[src/rtl/regport_pkg.sv]
package regport_pkg;

    typedef enum logic [1:0] {
        ST_IDLE  = 2'd0,
        ST_HIGH  = 2'd1,
        ST_LOW   = 2'd2,
        ST_FAULT = 2'd3
    } hs_state_t;

    typedef struct packed {
        logic rise;
        logic fall;
    } edge_t;

    function automatic logic addr_mapped(input int unsigned a, input int unsigned n);
        return a < n;
    endfunction

endpackage

[src/rtl/regport_edge_qual.sv]
module regport_edge_qual
    import regport_pkg::*;
#(
    parameter int STAGES = 2,
    parameter int HOLD   = 2
) (
    input  logic  clk,
    input  logic  rst_n,
    input  logic  pin,
    output logic  level,
    output edge_t edges
);
    localparam int CW = (HOLD < 2) ? 1 : $clog2(HOLD);

    logic [STAGES-1:0] sync_q;
    logic [CW-1:0]     run_q;
    logic              s;
    logic              flip;

    // synchronizer chain, one flop per stage
    genvar g;
    generate
        for (g = 0; g < STAGES; g++) begin : g_sync
            always_ff @(posedge clk) begin
                if (!rst_n) sync_q[g] <= 1'b0;
                else if (g == 0) sync_q[g] <= pin;
                else sync_q[g] <= sync_q[(g == 0) ? 0 : g-1];
            end
        end
    endgenerate

    assign s    = sync_q[STAGES-1];
    assign flip = (s != level) && (run_q == CW'(HOLD-1));

    always_ff @(posedge clk) begin
        if (!rst_n) begin
            level <= 1'b0;
            run_q <= '0;
            edges <= '0;
        end else begin
            edges.rise <= flip & s;
            edges.fall <= flip & ~s;
            if (s == level) begin
                run_q <= '0;
            end else if (flip) begin
                level <= s;
                run_q <= '0;
            end else begin
                run_q <= run_q + 1'b1;
            end
        end
    end
endmodule

[src/rtl/regport_fsm.sv]
module regport_fsm
    import regport_pkg::*;
#(
    parameter int BYTE_W = 8,
    parameter int ADDR_W = 4
) (
    input  logic                  clk,
    input  logic                  rst_n,
    input  edge_t                 en_e,
    input  edge_t                 ph_e,
    input  logic [BYTE_W-1:0]     din,
    input  logic [ADDR_W-1:0]     addr,
    output hs_state_t             state,
    output logic                  wr_valid,
    output logic [ADDR_W-1:0]     wr_addr,
    output logic [2*BYTE_W-1:0]   wr_data
);
    logic [BYTE_W-1:0] hi_q;
    logic [BYTE_W-1:0] lo_q;

    always_ff @(posedge clk) begin
        if (!rst_n) begin
            state    <= ST_IDLE;
            hi_q     <= '0;
            lo_q     <= '0;
            wr_valid <= 1'b0;
            wr_addr  <= '0;
            wr_data  <= '0;
        end else begin
            wr_valid <= 1'b0;
            unique case (state)
                ST_IDLE: begin
                    if (en_e.rise) begin
                        hi_q  <= din;
                        state <= ST_HIGH;
                    end
                end
                ST_HIGH: begin
                    if (en_e.fall) begin
                        state <= ST_IDLE;        // early end: drop
                    end else if (ph_e.rise) begin
                        state <= ST_FAULT;
                    end else if (ph_e.fall) begin
                        lo_q  <= din;
                        state <= ST_LOW;
                    end
                end
                ST_LOW: begin
                    if (en_e.fall) begin
                        wr_valid <= 1'b1;
                        wr_addr  <= addr;
                        wr_data  <= {hi_q, lo_q};
                        state    <= ST_IDLE;
                    end else if (ph_e.rise) begin
                        state <= ST_FAULT;
                    end
                end
                ST_FAULT: begin
                    if (en_e.fall) state <= ST_IDLE;
                end
                default: state <= ST_IDLE;
            endcase
        end
    end
endmodule

[src/rtl/regport_regs.sv]
module regport_regs
    import regport_pkg::*;
#(
    parameter int NREG   = 2,
    parameter int ADDR_W = 4,
    parameter int DATA_W = 16,
    parameter int OUT_W  = 12
) (
    input  logic                       clk,
    input  logic                       rst_n,
    input  logic                       wr_valid,
    input  logic [ADDR_W-1:0]          wr_addr,
    input  logic [DATA_W-1:0]          wr_data,
    output logic [NREG-1:0][OUT_W-1:0] taps
);
    logic [NREG-1:0][DATA_W-1:0] regs_q;
    logic                        hit;

    assign hit = wr_valid && addr_mapped(int'(wr_addr), NREG);

    genvar i;
    generate
        for (i = 0; i < NREG; i++) begin : g_reg
            always_ff @(posedge clk) begin
                if (!rst_n) regs_q[i] <= '0;
                else if (hit && (wr_addr == ADDR_W'(i))) regs_q[i] <= wr_data;
            end
            assign taps[i] = regs_q[i][OUT_W-1:0];
        end
    endgenerate
endmodule

[src/rtl/regport_top.sv]
module regport_top
    import regport_pkg::*;
#(
    parameter int ADDR_W      = 4,
    parameter int BYTE_W      = 8,
    parameter int OUT_W       = 12,
    parameter int SYNC_STAGES = 2,
    parameter int HOLD        = 2
) (
    input  logic              clk,
    input  logic              rst_n,
    input  logic [ADDR_W-1:0] addr_i,
    input  logic [BYTE_W-1:0] data_i,
    input  logic              en_i,
    input  logic              ph_i,
    output logic [OUT_W-1:0]  freq_a_o,
    output logic [OUT_W-1:0]  freq_b_o
);
    localparam int NREG   = 2;
    localparam int DATA_W = 2 * BYTE_W;

    edge_t                       en_e, ph_e;
    logic                        en_lvl, ph_lvl;
    hs_state_t                   state;
    logic                        wr_valid;
    logic [ADDR_W-1:0]           wr_addr;
    logic [DATA_W-1:0]           wr_data;
    logic [NREG-1:0][OUT_W-1:0]  taps;

    regport_edge_qual #(.STAGES(SYNC_STAGES), .HOLD(HOLD)) u_en_q (
        .clk(clk), .rst_n(rst_n), .pin(en_i), .level(en_lvl), .edges(en_e));

    regport_edge_qual #(.STAGES(SYNC_STAGES), .HOLD(HOLD)) u_ph_q (
        .clk(clk), .rst_n(rst_n), .pin(ph_i), .level(ph_lvl), .edges(ph_e));

    regport_fsm #(.BYTE_W(BYTE_W), .ADDR_W(ADDR_W)) u_fsm (
        .clk(clk), .rst_n(rst_n), .en_e(en_e), .ph_e(ph_e),
        .din(data_i), .addr(addr_i), .state(state),
        .wr_valid(wr_valid), .wr_addr(wr_addr), .wr_data(wr_data));

    regport_regs #(.NREG(NREG), .ADDR_W(ADDR_W), .DATA_W(DATA_W), .OUT_W(OUT_W)) u_regs (
        .clk(clk), .rst_n(rst_n), .wr_valid(wr_valid), .wr_addr(wr_addr),
        .wr_data(wr_data), .taps(taps));

    assign freq_a_o = taps[0];
    assign freq_b_o = taps[1];

    logic unused_lvl;
    assign unused_lvl = en_lvl ^ ph_lvl;
endmodule

[config.mk]
export PLATFORM = sky130hd
export DESIGN_NAME = regport_top
export DESIGN_NICKNAME = d
export VERILOG_FILES = /design/src/rtl/regport_pkg.sv /design/src/rtl/regport_edge_qual.sv /design/src/rtl/regport_fsm.sv /design/src/rtl/regport_regs.sv /design/src/rtl/regport_top.sv
export SDC_FILE = /design/constraint.sdc
export NUM_CORES = 1
export LEC_CHECK = 0
export BUFFER_PORTS_ARGS = -buffer_cell sky130_fd_sc_hd__buf_4
export CAP_MARGIN = 20
export CORE_ASPECT_RATIO = 1.1
export CORE_MARGIN = 4
export CORE_UTILIZATION = 59
export CTS_BUF_LIST = sky130_fd_sc_hd__clkbuf_16
export DETAILED_ROUTE_END_ITERATION = 10
export MAX_ROUTING_LAYER = met4
export PLACE_DENSITY_LB_ADDON = 0.15
export SLEW_MARGIN = 10
export SYNTH_ARGS = -nofsm -noshare
export SYNTH_HDL_FRONTEND = slang
export SYNTH_SLANG_ARGS = --single-unit
[constraint.sdc]
create_clock -name clk -period 3.1 [get_ports clk]
set_input_delay 0.31 -clock clk [delete_from_list [all_inputs] [get_ports clk]]
set_output_delay 0.31 -clock clk [all_outputs]
set_load 0.05 [all_outputs]
Word-level counts from Yosys, hierarchy flattened
Cells that the tools add are included.
- order comparisons: 1
- mux-type cells: 9
- add/sub/neg operators: 2
- reduce and logical (&&, ||, !) cells: 16
- equal/unequal tests: 12
- bitwise logic cells: 11
- operators with widths (cell ; number):
    $mux 2 ; 7
    $reduce_and 2->1 ; 5
    $pmux 2 s4 ; 1
    $reduce_and 4->1 ; 2
    $not 1->1 ; 7
    $reduce_or 3->1 ; 2
    $logic_and 1x1->1 ; 5
    $and 1x1->1 ; 4
    $eq 2x2->1 const B ; 2
    $eq 4x1->1 const B ; 1
    $logic_not 4->1 ; 1
    $lt 4x2->1 const B ; 1
    $ne 2x2->1 const B ; 2
    $ne 4x4->1 const B ; 1
    $ne 3x3->1 const B ; 1
    $add 1x1->1 const B ; 2
    $eq 1x1->1 ; 2
    $eq 2x1->1 const B ; 1
    $logic_not 2->1 ; 1
    $ne 1x1->1 ; 2
    $mux 1 ; 1
- output and inout bits: 24
- word-level logic and storage cells: 71
- register bits: 67

Logic depth before layout (Yosys ltp)
- depth after elaboration: 4
- mapped depth: 6
- mapped depth without buffers: 3

Cells and area by module
From an unflattened synthesis, not the netlist that was laid out.
- cells, all modules: 289
- area, all modules: 2827.7 um2
- modules (own cells, without submodules) (module ; sequential area each (um2) ; area an instance (um2) ; instances ; cells an instance):
    regport_fsm ; 780.7 ; 1527.7 ; 1 ; 166
    regport_regs ; 480.5 ; 922.1 ; 1 ; 93
    regport_edge_qual ; 120.1 ; 188.9 ; 2 ; 15

Worst setup path after synthesis
No wires, ideal clock.
- path kind: reg2reg
- from: reg u_fsm.wr_addr[1]
- to: reg u_regs.regs_q, in the netlist u_regs.taps[11]
- buffers on the path: 1
- period minus slack after synthesis: 1.182 ns
- required time: 3.028 ns
- data arrival time: 1.111 ns
- stages on the path, launching flop included: 5
- setup slack: 1.918 ns
- path through: dfxtp_1 nor4b_2 and2b_2 buf_6 mux2i_1
- word-level cells in the longest chain between the ends: 3
- elaborated cells between the ends (all ways): 4
- classes of those cells: order compare (1); reduce/logical (3)
- RTL lines (item ; line ; RTL):
    start: declaration ; regport_fsm.sv:15 ; output logic [ADDR_W-1:0] wr_addr,
    start signal: assignment ; regport_fsm.sv:51 ; wr_addr <= addr;
    $lt 4x2->1 ; regport_pkg.sv:16 ; return a < n;
    $logic_and 1x1->1 ; regport_regs.sv:19 ; assign hit = wr_valid && addr_mapped(int'(wr_addr), NREG);
    $logic_and 1x1->1 (*) ; regport_regs.sv:26 ; else if (hit && (wr_addr == ADDR_W'(i))) regs_q[i] <= wr_data;
    end signal: indexed assignment ; regport_regs.sv:26 ;
    end: declaration ; regport_regs.sv:16 ; logic [NREG-1:0][DATA_W-1:0] regs_q;
Every way passes the cells marked *; elsewhere a longest branch is shown, timed or not.
A chain may end at the register's enable or synchronous reset.

Worst setup path in the final report
- from: reg u_fsm.state[1]
- to: reg u_fsm.lo_q[3]
- word-level cells in the longest chain between the ends: 2
- RTL lines (item ; line ; RTL):
    start: declaration ; regport_fsm.sv:13 ; output hs_state_t state,
    start signal: assignment ; regport_fsm.sv:23 ; state <= ST_IDLE;
    start signal: assignment ; regport_fsm.sv:35 ; state <= ST_HIGH;
    start signal: assignment ; regport_fsm.sv:40 ; state <= ST_IDLE;
    $eq 2x1->1 ; regport_fsm.sv:31 ; unique case (state)
    $reduce_and 4->1 (no line) ; n/a ;
    end signal: assignment ; regport_fsm.sv:44 ; lo_q <= din;
    end: declaration ; regport_fsm.sv:19 ; logic [BYTE_W-1:0] lo_q;
Every way passes these cells.

==> impl_metrics.yaml <==
outcome:
  status: "complete, no violations"
worst_hold_path:
  min-delay-path-class: "in2reg"
  worstHoldPathCells: 2
  min_from: "en_i"
pwr:
  power.ir.vdd_worst_mv: 0.397
  power.density_mw_per_mm2: 608
  p_total_mw: 1.86
  leakagePower_nw: 1.21
layout:
  finish.net_count: 307
  ff_latch_area_mm2: 0.00134
  antennaDiodeCount: 0
  fillCellCount: 311
  post_layout_cell_count: 348
  multi_input_area_mm2: 0.00108
  layout-drive-gt1-share: 0.196
  area_delta_synth_final_pct: 21.5
detailed_routing:
  detail_route.first_pass.iterations: 4
  dr.first_iter.drc_count: 100
  avgViaCountPerCell: 5.08
  via_count: 1767
  route.detailed.wl_per_inst_um: 13.0
  route.final.wire_length_um: 4530
  residual_drc: 0
  antenna_left: 0
setup_path:
  cp_top_family: "simple AND/OR/NAND/NOR gates"
  cp-end-kind: "register"
  number_of_cells_on_the_worst_reg_to_reg_path: 3
  cp.arrival_ns: 1.74
  critical_path_depth: 3
  cp-start-kind: "register"
  crit_required_ns: 3.34
  crit_path_max_fanout: 8
  worstPathBufferInverterCount: 0
  max_stage_delay_ns: 0.50
  critPathSlowestCell: "sky130_fd_sc_hd__and3b_1"
  r2r-start: "u_fsm.state[1]$_SDFFE_PN0P_"
  startpoint: "u_fsm.state[1]$_SDFFE_PN0P_"
  critical_path.cell_chain: "nor3b_1, and3b_1, mux2i_1"
  crit_type: "reg2reg"
clocking:
  postCtsSetupBuffers: 0
  clock_tree.root_cell: "sky130_fd_sc_hd__clkbuf_16"
  maximum_level_of_the_cts_h_tree: 3
  tritoncts: "built"
  cts_max_path_buffers: 2
  cts_inserted_buffers: 9
  cts_hold_repair.buffers: 0
  path_clk_slew_ns: 0.05
  clock_latency_ns: 0.32
  sink_count_of_the_clock_tree: 67
  cts.repair.resized: 0
floorplan:
  core_region_area_mm2: 0.00405
  die_h_um: 76.5
  rows: 24
  initial_utilization: 0.621
  ios: 40
  dieWidth_um: 70.3
  die_footprint_mm2: 0.00538
placement:
  placedCellCount: 332
  gp_routability_congestion: 0.798
  place.detailed.hpwl_um: 2860
  number_of_i_o_port_buffers: 39
synth:
  synth.lib_cells_used.distinct: 24
  netlist.area_leader.share: 0.533
  syn_area_mm2: 0.00252
  ys_top_cells_by_area: "sky130_fd_sc_hd__dfxtp_1, sky130_fd_sc_hd__mux2i_1, sky130_fd_sc_hd__nand2_1"
  yosysTopAreaCell: "sky130_fd_sc_hd__dfxtp_1"
  syn-num-nets: 273
  synth-seq-area-share: 0.533
  syn_avg_cell_area_um2: 9.80
  synth_warnings: 0
  yosys_register_bits: 67
  post_synth_inst_count: 257
global_route:
  grt.overflow.total: 0
  initial_antenna_violation_count: 0
  first_global_vias: 1690
  wire_length_of_the_first_global_routing_pass_um: 7730
  grt_use_total: 0.185
  grt_max_degree: 86
timing:
  maxClockFrequency_mhz: 668
  fin_worst_skew_ns: 0.00335
  finalHoldViolCount: 0
  tightestPinTransition_ns: 0.713
  finalSetupViolCount: 0
  min_period_over_period: 0.483
  period_needed_ns: 1.50
  slew_violations: 0
  fin_setup_tns_ns: 0
  rsz0062_at_grt: "false"
  maxSlewHeadroom: 0.525
run:
  timing.max_cap.violations: 0
==> registers in the layout, summed over array words and instances, names as in the netlist, 2 cells and up <==
signal	cells
u_regs.taps	24
u_fsm.wr_data	12
u_fsm.lo_q	8
u_fsm.hi_q	4
u_fsm.wr_addr	4
u_en_q.edges	2
u_fsm.state	2
u_ph_q.edges	2
==> area by class of cell <==
class,instances,area share
repair buffers,39,0.0957
multi-input cells,174,0.352
flip-flops and latches,67,0.438
well taps,52,0.0213
clock inverters,7,0.0192
clock buffers,9,0.0736
==> Yosys cell counts, drive strengths merged <==
cell / instances
nor4b: 1
buf: 12
nand3b: 1
o21ai: 1
a21boi: 16
o21a: 1
and3b: 2
o2111a: 1
nor2: 1
mux2i: 38
and2b: 1
and2: 5
mux2: 1
nor2b: 6
xnor2: 2
dfxtp: 67
nor3b: 9
nand2: 88
clkbuf: 4
==> per-stage QoR <==
stage	util	hold WS (ns)	instance area, um2	worst slack (ns)
2_1_floorplan	-	0.412	2520	1.92
3_3_place_gp	0.685	0.417	2780	1.70
3_5_place_dp	0.685	0.422	2780	1.67
4_1_cts	0.755	0.190	3060	1.60
5_1_grt	0.755	0.204	3060	1.50
6_report	0.755	0.195	3060	1.60
==> worst register-to-register path: stages, from the launching register on <==
cell and delay, ns:
sky130_fd_sc_hd__dfxtp_1 0.37, sky130_fd_sc_hd__nor3b_1 0.29, sky130_fd_sc_hd__and3b_1 0.50, sky130_fd_sc_hd__mux2i_1 0.26
==> worst paths after layout <==
check	slack [ns]	end
setup / recovery	1.60	u_fsm.lo_q[3]$_SDFFE_PN0P_
hold / removal	0.19	u_en_q.sync_q[0]$_SDFF_PN0_
setup reg to reg	1.60	u_fsm.lo_q[3]$_SDFFE_PN0P_
hold reg to reg	0.43	u_en_q.s$_SDFF_PN0_
==> placed cells by master, fill, tap and decap left out <==
| master | count |
|---|---|
| sky130_fd_sc_hd__a21boi_1 | 8 |
| sky130_fd_sc_hd__a21boi_0 | 8 |
| sky130_fd_sc_hd__and3b_1 | 2 |
| sky130_fd_sc_hd__o21ai_0 | 1 |
| sky130_fd_sc_hd__mux2i_1 | 38 |
| sky130_fd_sc_hd__nor4b_2 | 1 |
| sky130_fd_sc_hd__and2_1 | 5 |
| sky130_fd_sc_hd__clkinv_2 | 5 |
| sky130_fd_sc_hd__buf_4 | 39 |
| sky130_fd_sc_hd__nand3b_1 | 1 |
| sky130_fd_sc_hd__o2111a_1 | 1 |
| sky130_fd_sc_hd__nand2_1 | 88 |
| sky130_fd_sc_hd__nor2_1 | 1 |
| sky130_fd_sc_hd__nor3b_2 | 1 |
| sky130_fd_sc_hd__nor2b_1 | 6 |
| sky130_fd_sc_hd__dfxtp_1 | 67 |
| sky130_fd_sc_hd__clkbuf_16 | 9 |
| sky130_fd_sc_hd__and2b_2 | 1 |
| sky130_fd_sc_hd__clkinv_1 | 1 |
| sky130_fd_sc_hd__bufinv_16 | 1 |
| sky130_fd_sc_hd__mux2_2 | 1 |
| sky130_fd_sc_hd__o21a_1 | 1 |
| sky130_fd_sc_hd__nor3b_1 | 8 |
| sky130_fd_sc_hd__xnor2_1 | 2 |
==> logic make-up after synthesis <==
group | after synthesis | synth area share
and+or+nand+nor | 114 | 0.208
DFF | 67 | 0.533
muxes | 39 | 0.155
AOI/OAI and AO/OA | 19 | 0.0571
buffers and inverters | 16 | 0.0397
xor gates and xnor gates | 2 | 0.00696
==> power by group <==
group          switching [mW]  internal, mW  total [mW]
registers             0.00266         0.866       0.869
logic                  0.0205        0.0208      0.0413
clock network           0.340         0.611       0.951
==> metal layers <==
layer	wire length [um]	track usage
met2	2120	0.273
met1	2080	0.232
met4	71	0.0824
met5	0	-
met3	251	0.0567
Note: power is estimated with default switching activity, not from simulation.
